**config.mk**
```make
export PLATFORM = sky130hd
export DESIGN_NAME = pwm3_level_classifier
export DESIGN_NICKNAME = d
export VERILOG_FILES = /design/src/rtl/pwm3_cls_pkg.sv /design/src/rtl/pwm3_zone_decode.sv /design/src/rtl/pwm3_holdoff_timer.sv /design/src/rtl/pwm3_cmd_state.sv /design/src/rtl/pwm3_level_classifier.sv
export SDC_FILE = /design/constraint.sdc
export NUM_CORES = 1
export LEC_CHECK = 0
export BUFFER_PORTS_ARGS = -buffer_cell sky130_fd_sc_hd__buf_2
export CAP_MARGIN = 10
export CELL_PAD_IN_SITES_DETAIL_PLACEMENT = 1
export CELL_PAD_IN_SITES_GLOBAL_PLACEMENT = 2
export CORE_MARGIN = 3
export CORE_UTILIZATION = 35
export DETAILED_ROUTE_END_ITERATION = 8
export PLACE_DENSITY_LB_ADDON = 0.1
export SYNTH_ARGS = -nofsm -noshare
export SYNTH_HDL_FRONTEND = slang
export SYNTH_HIERARCHICAL = 1
export SYNTH_SLANG_ARGS = --single-unit
```
**constraint.sdc**
```tcl
create_clock -name clk -period 3.14 [get_ports clk]
set_input_delay 0.157 -clock clk [delete_from_list [all_inputs] [get_ports clk]]
set_output_delay 0.157 -clock clk [all_outputs]
set_load 0.05 [all_outputs]
```
**src/rtl/pwm3_cls_pkg.sv**
```systemverilog
package pwm3_cls_pkg;

    typedef enum logic [2:0] {
        ZN_LOW     = 3'd0,
        ZN_BAND_LO = 3'd1,
        ZN_WIN     = 3'd2,
        ZN_BAND_HI = 3'd3,
        ZN_HIGH    = 3'd4,
        ZN_BAD     = 3'd5
    } zone_e;

    typedef struct packed {
        logic cmd;
        logic shut;
    } drv_s;

    localparam logic [3:0] CODE_LOW     = 4'b0000;
    localparam logic [3:0] CODE_BAND_LO = 4'b0001;
    localparam logic [3:0] CODE_WIN     = 4'b0011;
    localparam logic [3:0] CODE_BAND_HI = 4'b0111;
    localparam logic [3:0] CODE_HIGH    = 4'b1111;

    localparam drv_s DRV_RESET = '{cmd: 1'b0, shut: 1'b1};

    function automatic zone_e classify(input logic [3:0] code);
        zone_e z;
        case (code)
            CODE_LOW:     z = ZN_LOW;
            CODE_BAND_LO: z = ZN_BAND_LO;
            CODE_WIN:     z = ZN_WIN;
            CODE_BAND_HI: z = ZN_BAND_HI;
            CODE_HIGH:    z = ZN_HIGH;
            default:      z = ZN_BAD;
        endcase
        return z;
    endfunction

    function automatic logic is_hold_zone(input zone_e z);
        return (z == ZN_BAND_LO) || (z == ZN_BAND_HI) || (z == ZN_BAD);
    endfunction

endpackage

```
**src/rtl/pwm3_zone_decode.sv**
```systemverilog
module pwm3_zone_decode
    import pwm3_cls_pkg::*;
(
    input  logic [3:0] lvl_code,
    output zone_e      zone,
    output logic       in_win
);
    always_comb begin
        zone   = classify(lvl_code);
        in_win = (zone == ZN_WIN);
    end
endmodule

```
**src/rtl/pwm3_holdoff_timer.sv**
```systemverilog
module pwm3_holdoff_timer #(
    parameter int CNT_W = 8
) (
    input  logic             clk,
    input  logic             rst,
    input  logic             in_win,
    input  logic [CNT_W-1:0] hold_limit,
    output logic             expire
);
    localparam int EXT_W = CNT_W + 1;

    logic [CNT_W-1:0] cnt_q;
    logic [CNT_W-1:0] lim_eff;
    logic [EXT_W-1:0] cnt_next_ext;

    always_comb begin
        lim_eff      = (hold_limit == '0) ? CNT_W'(1) : hold_limit;
        cnt_next_ext = {1'b0, cnt_q} + EXT_W'(1);
        expire       = in_win && (cnt_next_ext >= {1'b0, lim_eff});
    end

    always_ff @(posedge clk) begin
        if (rst) begin
            cnt_q <= '0;
        end else if (!in_win) begin
            cnt_q <= '0;
        end else if (cnt_q < lim_eff) begin
            cnt_q <= cnt_q + CNT_W'(1);
        end
    end

    AST_CNT_STEP: assert property (@(posedge clk) disable iff (rst)
        in_win |=> (cnt_q == $past(cnt_q)) || (cnt_q == $past(cnt_q) + CNT_W'(1)));

    AST_CNT_RESTART: assert property (@(posedge clk) disable iff (rst)
        !in_win |=> (cnt_q == '0));
endmodule

```
**src/rtl/pwm3_cmd_state.sv**
```systemverilog
module pwm3_cmd_state
    import pwm3_cls_pkg::*;
(
    input  logic  clk,
    input  logic  rst,
    input  zone_e zone,
    input  logic  expire,
    output logic  pwm_cmd,
    output logic  shutdown
);
    drv_s st_q;
    drv_s st_d;

    always_comb begin
        st_d = st_q;
        unique case (zone)
            ZN_HIGH: st_d = '{cmd: 1'b1, shut: 1'b0};
            ZN_LOW:  st_d = '{cmd: 1'b0, shut: 1'b0};
            ZN_WIN:  if (expire) st_d.shut = 1'b1;
            default: st_d = st_q;
        endcase
    end

    always_ff @(posedge clk) begin
        if (rst) st_q <= DRV_RESET;
        else     st_q <= st_d;
    end

    assign pwm_cmd  = st_q.cmd;
    assign shutdown = st_q.shut;

    AST_HIGH_DRIVE: assert property (@(posedge clk) disable iff (rst)
        (zone == ZN_HIGH) |=> (pwm_cmd && !shutdown));

    AST_LOW_DRIVE: assert property (@(posedge clk) disable iff (rst)
        (zone == ZN_LOW) |=> (!pwm_cmd && !shutdown));

    AST_SHUT_ORIGIN: assert property (@(posedge clk) disable iff (rst)
        $rose(shutdown) |-> $past(zone == ZN_WIN));

    AST_WIN_KEEPS_CMD: assert property (@(posedge clk) disable iff (rst)
        (zone == ZN_WIN) |=> $stable(pwm_cmd));

    AST_BAND_HOLD: assert property (@(posedge clk) disable iff (rst)
        is_hold_zone(zone) |=> ($stable(pwm_cmd) && $stable(shutdown)));
endmodule

```
**src/rtl/pwm3_level_classifier.sv**
```systemverilog
module pwm3_level_classifier
    import pwm3_cls_pkg::*;
#(
    parameter int CNT_W = 8
) (
    input  logic             clk,
    input  logic             rst,
    input  logic [3:0]       lvl_code,
    input  logic [CNT_W-1:0] hold_limit,
    output logic             pwm_cmd,
    output logic             shutdown
);
    zone_e zone;
    logic  in_win;
    logic  expire;

    pwm3_zone_decode u_decode (
        .lvl_code (lvl_code),
        .zone     (zone),
        .in_win   (in_win)
    );

    pwm3_holdoff_timer #(.CNT_W(CNT_W)) u_timer (
        .clk        (clk),
        .rst        (rst),
        .in_win     (in_win),
        .hold_limit (hold_limit),
        .expire     (expire)
    );

    pwm3_cmd_state u_state (
        .clk      (clk),
        .rst      (rst),
        .zone     (zone),
        .expire   (expire),
        .pwm_cmd  (pwm_cmd),
        .shutdown (shutdown)
    );

    AST_BAD_HOLD: assert property (@(posedge clk) disable iff (rst)
        (zone == ZN_BAD) |=> ($stable(pwm_cmd) && $stable(shutdown)));

    AST_RESET_STATE: assert property (@(posedge clk)
        $past(rst) |-> (shutdown && !pwm_cmd));
endmodule

```
==> results of run 1 <==
==> cells by family after synthesis <==
kind of cell | after synthesis
mux | 1
buf+inv | 12
flops | 10
xor+xnor | 7
fa+ha+maj | 17
compound gates | 30
simple gates | 42
==> worst max-delay path, delay by kind of cell (launching register included) <==
kind | cells | cell delay (ns)
DFF | 1 | 0.44
AOI/OAI and AO/OA | 2 | 0.34
adders and majority gates | 2 | 0.63
xor gates and xnor gates | 1 | 0.18
and+or+nand+nor | 5 | 0.69
==> flip-flops by register name, indices dropped and copies added (netlist names) <==
name and flops:
u_timer/cnt_q 8, u_state/shutdown 1, u_state/pwm_cmd 1
==> layout by cell type (no fill, tap or decap), types with 2 or more instances in the layout <==
master    Yosys  routed
nand3_1       5       5
o41ai_1       2       2
nor2_1        3       3
or3_1         2       2
inv_1        11      11
nand4_1       3       3
o21ai_0       4       4
nor2b_1       2       2
o211ai_1      4       4
a31oi_1       3       3
nand2b_1      2       2
buf_2         0      15
dfxtp_1      10      10
nand2_1      10      10
nor4_1        2       2
ha_1         17      17
nor3_1        2       2
a41o_1        2       2
xor2_1        2       2
clkbuf_4      0       3
xnor2_1       5       5
or4_1         2       2
a21oi_1       8       8
==> final timing paths <==
kind                                                    start                             to
worst min-delay path                                      rst   u_state/pwm_cmd$_SDFFE_PP0P_
worst max-delay path            u_timer/cnt_q[0]$_SDFFE_PP0N_  u_state/shutdown$_SDFFE_PP1P_
worst max register to register  u_timer/cnt_q[0]$_SDFFE_PP0N_  u_state/shutdown$_SDFFE_PP1P_
worst min register to register   u_state/pwm_cmd$_SDFFE_PP0P_   u_state/pwm_cmd$_SDFFE_PP0P_
==> through the flow <==
stage	total power, mW	hold slack (ns)	area [um2]	utilization, %
final	0.2641	0.08805	1111	43.27
after global placement	0.1799	0.3551	1089	42.40
after floorplan	0.1621	0.2261	979.7	-
after global routing	0.2818	0.09342	1111	43.27
after CTS	0.2688	0.08159	1111	43.27
after detailed placement	0.1821	0.3617	1089	42.40
==> routing by layer <==
layer	global-route usage, %	up-vias	routed length, um
met2	30.28	18	1298
li1	-	482	-
met3	3.947	0	121
met1	20.69	467	1155
met5	0	-	0
met4	1.942	0	0
==> cell type report <==
cell class,count,area [um2]
Clock buffer,3,22.52
Inverter,11,41.29
Sequential cell,10,200.2
Tap cell,30,37.54
Timing Repair Buffer,15,75.07
Fill cell,322,1456
Multi-Input combinational cell,97,734.5
==> where the power goes <==
part	internal, mW	switching [mW]
sequential	0.129	0.00124
combinational	0.0196	0.0291
clock	0.0442	0.0410
==> run summary, run 1 <==
The run finished with clean final reports. The net count reported at finish is 169. The congestion estimate from routability-driven global placement came to 0.7257.

In this run, synthesis inferred 0 flip-flops with an integrated enable. The post-route clock skew is 0.001310 ns. By area, the combinational part of the netlist is dominated by simple AND/OR/NAND/NOR gates. The synthesized netlist devotes 21.71% of its cell area to adder and majority cells.

The synthesized netlist devotes 20.69% of its cell area to compound gates. The overall via count from detail_route is 967. The region available for standard cell placement spans around 2600 um2. STA classifies the critical path startpoint as a flop. ha_1 takes more of the synthesized area than any other cell. STA puts the critical path data arrival time at 2.53 ns. The critical path's most frequent cell is ha_1.

Once detailed placement completed, the half-perimeter wirelength came to roughly 2200 um. The setup TNS came out at 0 ns. Port buffering added 15 buffers. After clock tree synthesis, the setup repair step added 0 buffers. In this run, the number of DRC markers left after iteration 0 of detailed routing was 18. The pin count of the biggest net entering global routing is 9. For this configuration, the core starts out at a cell density of roughly two fifths. The root buffer cell chosen for the clock tree is clkbuf_4. For this design the top-level I/O count stands at 16.

The die covers 3470 um2. The power per cell area is 237.7 nW/um2. The via density per instance came out at 5.825.

The data required time of the worst path came out at around 3.3 ns. The clock net in this run drives a total of 10 sinks. The final critical-path required period is between 2 and 2.5 ns. After synthesis, the share of flip-flops with an asynchronous set or reset is 0%. The worst hold path belongs to the class in2reg. The floorplan die height came out at 58.91 um. The die boundary width came out at 58.91 um. The transition time at the pin with the least slew margin is between 0.5 and 0.6 ns.

The clock buffer count from CTS is 3. The share of the clock period used by the worst path is 74.31%. The worst-case setup slack after placement came out at 0.7855 ns. The largest single stage delay on the critical path is 0.44 ns. The worst slew margin relative to its limit is a little under two thirds. The leakage power came out at 0.5285 nW. The latest clock arrival within the worst-skew pair came out at around 0.26 ns. The fraction of layout cells with a size suffix above 1 came out at 15.44%.

Traced cell by cell, the critical path runs through ha_1, nand3_1, xnor2_1, ha_1, nand2_1, nor3_1, o21ai_0, a21boi_0, nand4bb_1, nand3b_1. The prevailing post-synth register cell is dfxtp_1. The wire length per cell came out at 15.51 um.

The area share of the leading cell type in the synthesized netlist came out at ~22%. Setup repair after global routing left no endpoint under its margin. After clock tree synthesis, the flow added hold-fix buffers numbering 0. The aggregate global-route resource usage came out at ~17%. The final critical-path setup slack is between 0.8 and 0.9 ns. The count of instances resized after the clock tree is built is 0. In the post-synthesis netlist, the biggest area contributors are ha_1 (22%), dfxtp_1 (20%), xnor2_1 (4.5%). The maximum root-to-sink buffer count came out at 2. The remaining design rule violation count is 0. The multiplexer share of the synthesized area is 1.022%. The number of setup violations in the final report is 0.

The simple-gate area share of the yosys netlist came out at 25.29%. The Yosys step of the flow raised 6 warnings. Clock-pin slew was measured on the worst setup and hold paths at 0.06 ns.

The remaining antenna violation count came out at 0. The wire length of the first global-routing pass came out at 4491 um. The critical-path maximum fanout is 5.

The worst-path cell with the longest stage delay is dfxtp_1. For this run, the top clock speed supported by timing is 0.4286 GHz. The post-detailed-routing wire length is 2574 um. The worst setup path is of the reg2reg kind. The count of state elements after synthesis is 10.

The worst hold path cell count is 2. The area growth from synthesis to layout is 13.41%. The number of instances in the placed design is 163. After synthesis, the most frequently instantiated cells are ha_1 (17), inv_1 (11), dfxtp_1 (10), nand2_1 (10), a21oi_1 (8). The CTS tree is built. The count of distinct cell types in the synthesized netlist is 39. The mapped cell area came out at approximately 1000 um2. The count of H-tree levels built during CTS is 1. The depth of the worst register-to-register path came out at 10.

The via count of the first global-routing pass is between 1000 and 1500. The sum of overflow across all layers after global routing came out at 0. The total count of hold-check failures in the final report was 0.

The number of rows created at floorplan is 18. The gate count of the mapped netlist came out at 119. The number of antenna violations at the first check in global routing was 0. The sequential element share of the synthesized area came out at 20.43%. The slack of the worst reg-to-reg path came out at 0.81 ns. The worst-case IR drop observed on VDD is 240.1 uV. The final standard cell count with taps included and fillers excluded is 166. The most numerous cell in the Yosys netlist is ha_1. STA classifies the critical path endpoint as a flop. The max-capacitance violation count is 0. The total inserted antenna cells came out at 0. The number of optimization iterations in the first detailed-route pass came out at 4. The final number of max-transition violations was 0. The post-synth net total is 150.

After Yosys synthesis, XOR and XNOR cells account for 6.258% of the synthesized area. Dividing the synthesized area by the synthesized cell count gives 8.233 um2.
Power figures use the tool's default switching activity.
==> run 2, diff against run 1 <==
- CORE_UTILIZATION: 35 -> 29
- clock period: 3.14 -> 2 ns (I/O delays scaled with it)
==> run 2 against run 1 <==
Net effect:
- the flow now finishes with violations (negative setup slack)
- register-to-register slack got worse by 0.83 ns
- routed wire length rose by 9.4%
- highest routed layer is now met4
- critical endpoint is now u_timer/cnt_q[5]$_SDFFE_PP0N_
- largest power group unchanged
- clock power rose by 64%
- sequential share of layout area fell by 2.5 points
- largest cell class unchanged
- critical path type unchanged
- sequential power grew 57%
- fmax increased by 16%
- worst hold slack lost 0.071 ns
==> run summary, run 2 (same netlist as run 1, synthesis figures left out) <==
The register with the most flip-flops in the final layout is u_timer/cnt_q. The wire length on met3 is 79 um (-35%). The total inserted antenna cells is 0 (unchanged). The standard cell core area came out at 3128 um2 (+22%). The total count of hold-check failures in the final report is 0 (unchanged). The number of optimization iterations in the first detailed-route pass came to 4 (unchanged). The leakage power was 0.5978 nW (+13%). The number of setup violations in the final report was 1 (+1).

The data required time of the worst path came out at 2.20 ns (-1.14 ns). The uppermost metal layer occupied by signal nets is met4. The pin count of the biggest net entering global routing is 9 (unchanged). The net count reported at finish came out at 181 (+7.1%). The fraction of power spent switching nets came out at 28.32% (+1.3 points). The die boundary width is 64.12 um (+8.9%). The overall via count from detail_route came out at 1014 (+4.9%).

The clock buffer count from CTS is 3 (unchanged). The power per cell area is 326.0 nW/um2 (+37%). The via density per instance is 5.281 (-9.3%).

The internal power component is 307.3 uW (+59%). The number of rows created at floorplan is 20 (+2). The power spent charging and discharging nets came to 121.4 uW (+70%). The post-route standard cell area excluding fillers was 1315 um2 (+18%).

The part of the total power dissipated in sequential elements came out at 47.5% (-1.8 points). The number of antenna violations at the first check in global routing came out at 0 (unchanged). The final critical-path setup slack was -0.01886 ns (-0.8256 ns).

The latest clock arrival within the worst-skew pair came out at 0.27 ns (about the same). The die footprint is 4111 um2 (+18%). The total power after layout came out at 428.7 uW (+62%). The final worst hold slack is 0.01729 ns (-0.07076 ns).

The wire length per cell is 14.67 um (-5.4%). The CTS tree is built. The leading cell type in the layout, fill and taps excluded is buf_2. The transition time at the pin with the least slew margin is 0.5993 ns (+0.05212 ns). In the layout the commonest cells are buf_2 (15), ha_1 (14), buf_4 (11). The worst ir drop on vdd came to 225.8 uV (-6.0%). The floorplan die height is 64.12 um (+8.9%).

The worst slew margin relative to its limit came out at 59.96% (-3.5 points). Relative to the synthesized area, the layout overhead comes to 34.23%. The iteration-0 DRC count of the detailed router is 37 (+19). The post-route clock skew came out at 0.006352 ns (+0.005043 ns). The number of sinks driven by the clock tree was 10 (unchanged). The wire length on met2 came out at 1403 um (+8.1%).

The area of placed instances is 1181 um2 (+8.5%). The kind of critical path is reg2reg. The post-detailed-placement half-perimeter wirelength is 2349 um (+7.3%).

The run finished, with violations left. The weighted congestion reported at the end of routability-driven placement came out at 0.7501 (+3.4%). The share of the clock period used by the worst path is 100.9% (+27 points). The arrival time reported for the critical path endpoint is 2.22 ns (-0.31 ns).

The number of hold-repair buffers added at the cts stage is 0 (unchanged). The critical-path maximum fanout came out at 8 (+3). The aggregate global-route resource usage is 15.42% (-1.4 points).

The flip-flop count of the largest register after layout is 8 (unchanged). The checks that failed: negative setup slack. The max-capacitance violation count is 0 (unchanged).

The post-detailed-routing wire length is 2816 um (+9.4%). The clock-pin slew on the worst setup and hold paths came out at 0.07 ns (about the same). The worst setup path is launched from a flop. The maximum root-to-sink buffer count is 2 (unchanged).

The worst-case setup slack after placement was -0.2375 ns (-1.023 ns). The effective utilization at floorplan came out at 31.32% (-6.8 points). The wire length of the first global-routing pass came out at 5043 um (+12%). The clock power share came to 32.6% (+0.3 points). The final critical-path required period came out at 2.019 ns (-0.3144 ns). The tree is rooted in a clkbuf_4. The I/O pin count is 16 (unchanged). The count of H-tree levels built during CTS is 1 (unchanged).

The via count of the first global-routing pass is 1139 (+14%). The nature of the critical path endpoint is a flop. The count of port buffers added during placement is 15 (unchanged).

Setup repair after global routing could not meet its margin everywhere. The highest clock rate is 0.4953 GHz (+16%). The remaining antenna violation count came out at 0 (unchanged). The final number of max-transition violations is 0 (unchanged). The class of the tightest hold or removal check is in2reg. The sum of overflow across all layers after global routing came to 0 (unchanged). The combinational share of power was 19.8% (+1.4 points). The remaining design rule violation count is 0 (unchanged). The fraction of layout cells with a size suffix above 1 is 33.11% (+18 points). The total routed wire length on the met1 layer came to 1316 um (+14%).
## run 2: power by group through the flow
stage	clock (mW)	sequential (mW)	combinational, mW
final	0.140	0.204	0.0850
after global routing	0.163	0.204	0.0968
after CTS	0.148	0.204	0.0786
after detailed placement	0	0.208	0.0778
after global placement	0	0.208	0.0754
after floorplan	0	0.219	0.0356
## run 2: final timing paths
kind                                      start                            end  slack, ns  depth (start not counted)
setup / recovery  u_timer/cnt_q[1]$_SDFFE_PP0N_  u_timer/cnt_q[5]$_SDFFE_PP0N_      -0.02                          7
hold / removal                              rst   u_state/pwm_cmd$_SDFFE_PP0P_       0.02                          2
setup reg to reg  u_timer/cnt_q[1]$_SDFFE_PP0N_  u_timer/cnt_q[5]$_SDFFE_PP0N_      -0.02                          7
hold reg to reg    u_state/pwm_cmd$_SDFFE_PP0P_   u_state/pwm_cmd$_SDFFE_PP0P_       0.49                          2
## run 2: area by class of cell
class	count	area, um2
Clock buffer	3	22.52
Fill cell	404	1813
Inverter	11	41.29
Multi-Input combinational cell	97	823.3
Sequential cell	10	203.9
Tap cell	44	55.05
Timing Repair Buffer	27	168.9
## run 2: what timing repair did
| item | in CTS | in global routing |
|---|---|---|
| cloned | 0 | 0 |
| setup endpoints to repair | 2 | 6 |
| buffers inserted | 0 | 2 |
| resized for setup | 3 | 20 |
| pin swaps | 0 | 6 |
## run 2: per-stage QoR
stage	setup TNS, ns	cells	utilization, %
floorplan	0	119	-
finish	-0.01886	192	42.04
detailed placement	-0.7086	187	37.76
global placement	-0.5348	187	37.76
CTS	0	190	38.68
global route	-0.1962	192	42.04
## run 2: layer usage
metal | vias up | track usage (%)
met5 | - | 0
met1 | 486 | 19.02
met2 | 15 | 27.61
li1 | 511 | -
met4 | 0 | 2.375
met3 | 2 | 3.515
## run 2: worst max-delay path, cell delays in order (launching register included)
cell and delay [ns]:
dfxtp_2 0.36, buf_6 0.13, ha_4 0.19, nor2b_4 0.11, o211ai_1 0.35, a21oi_4 0.16, or4b_4 0.54, a21oi_2 0.12
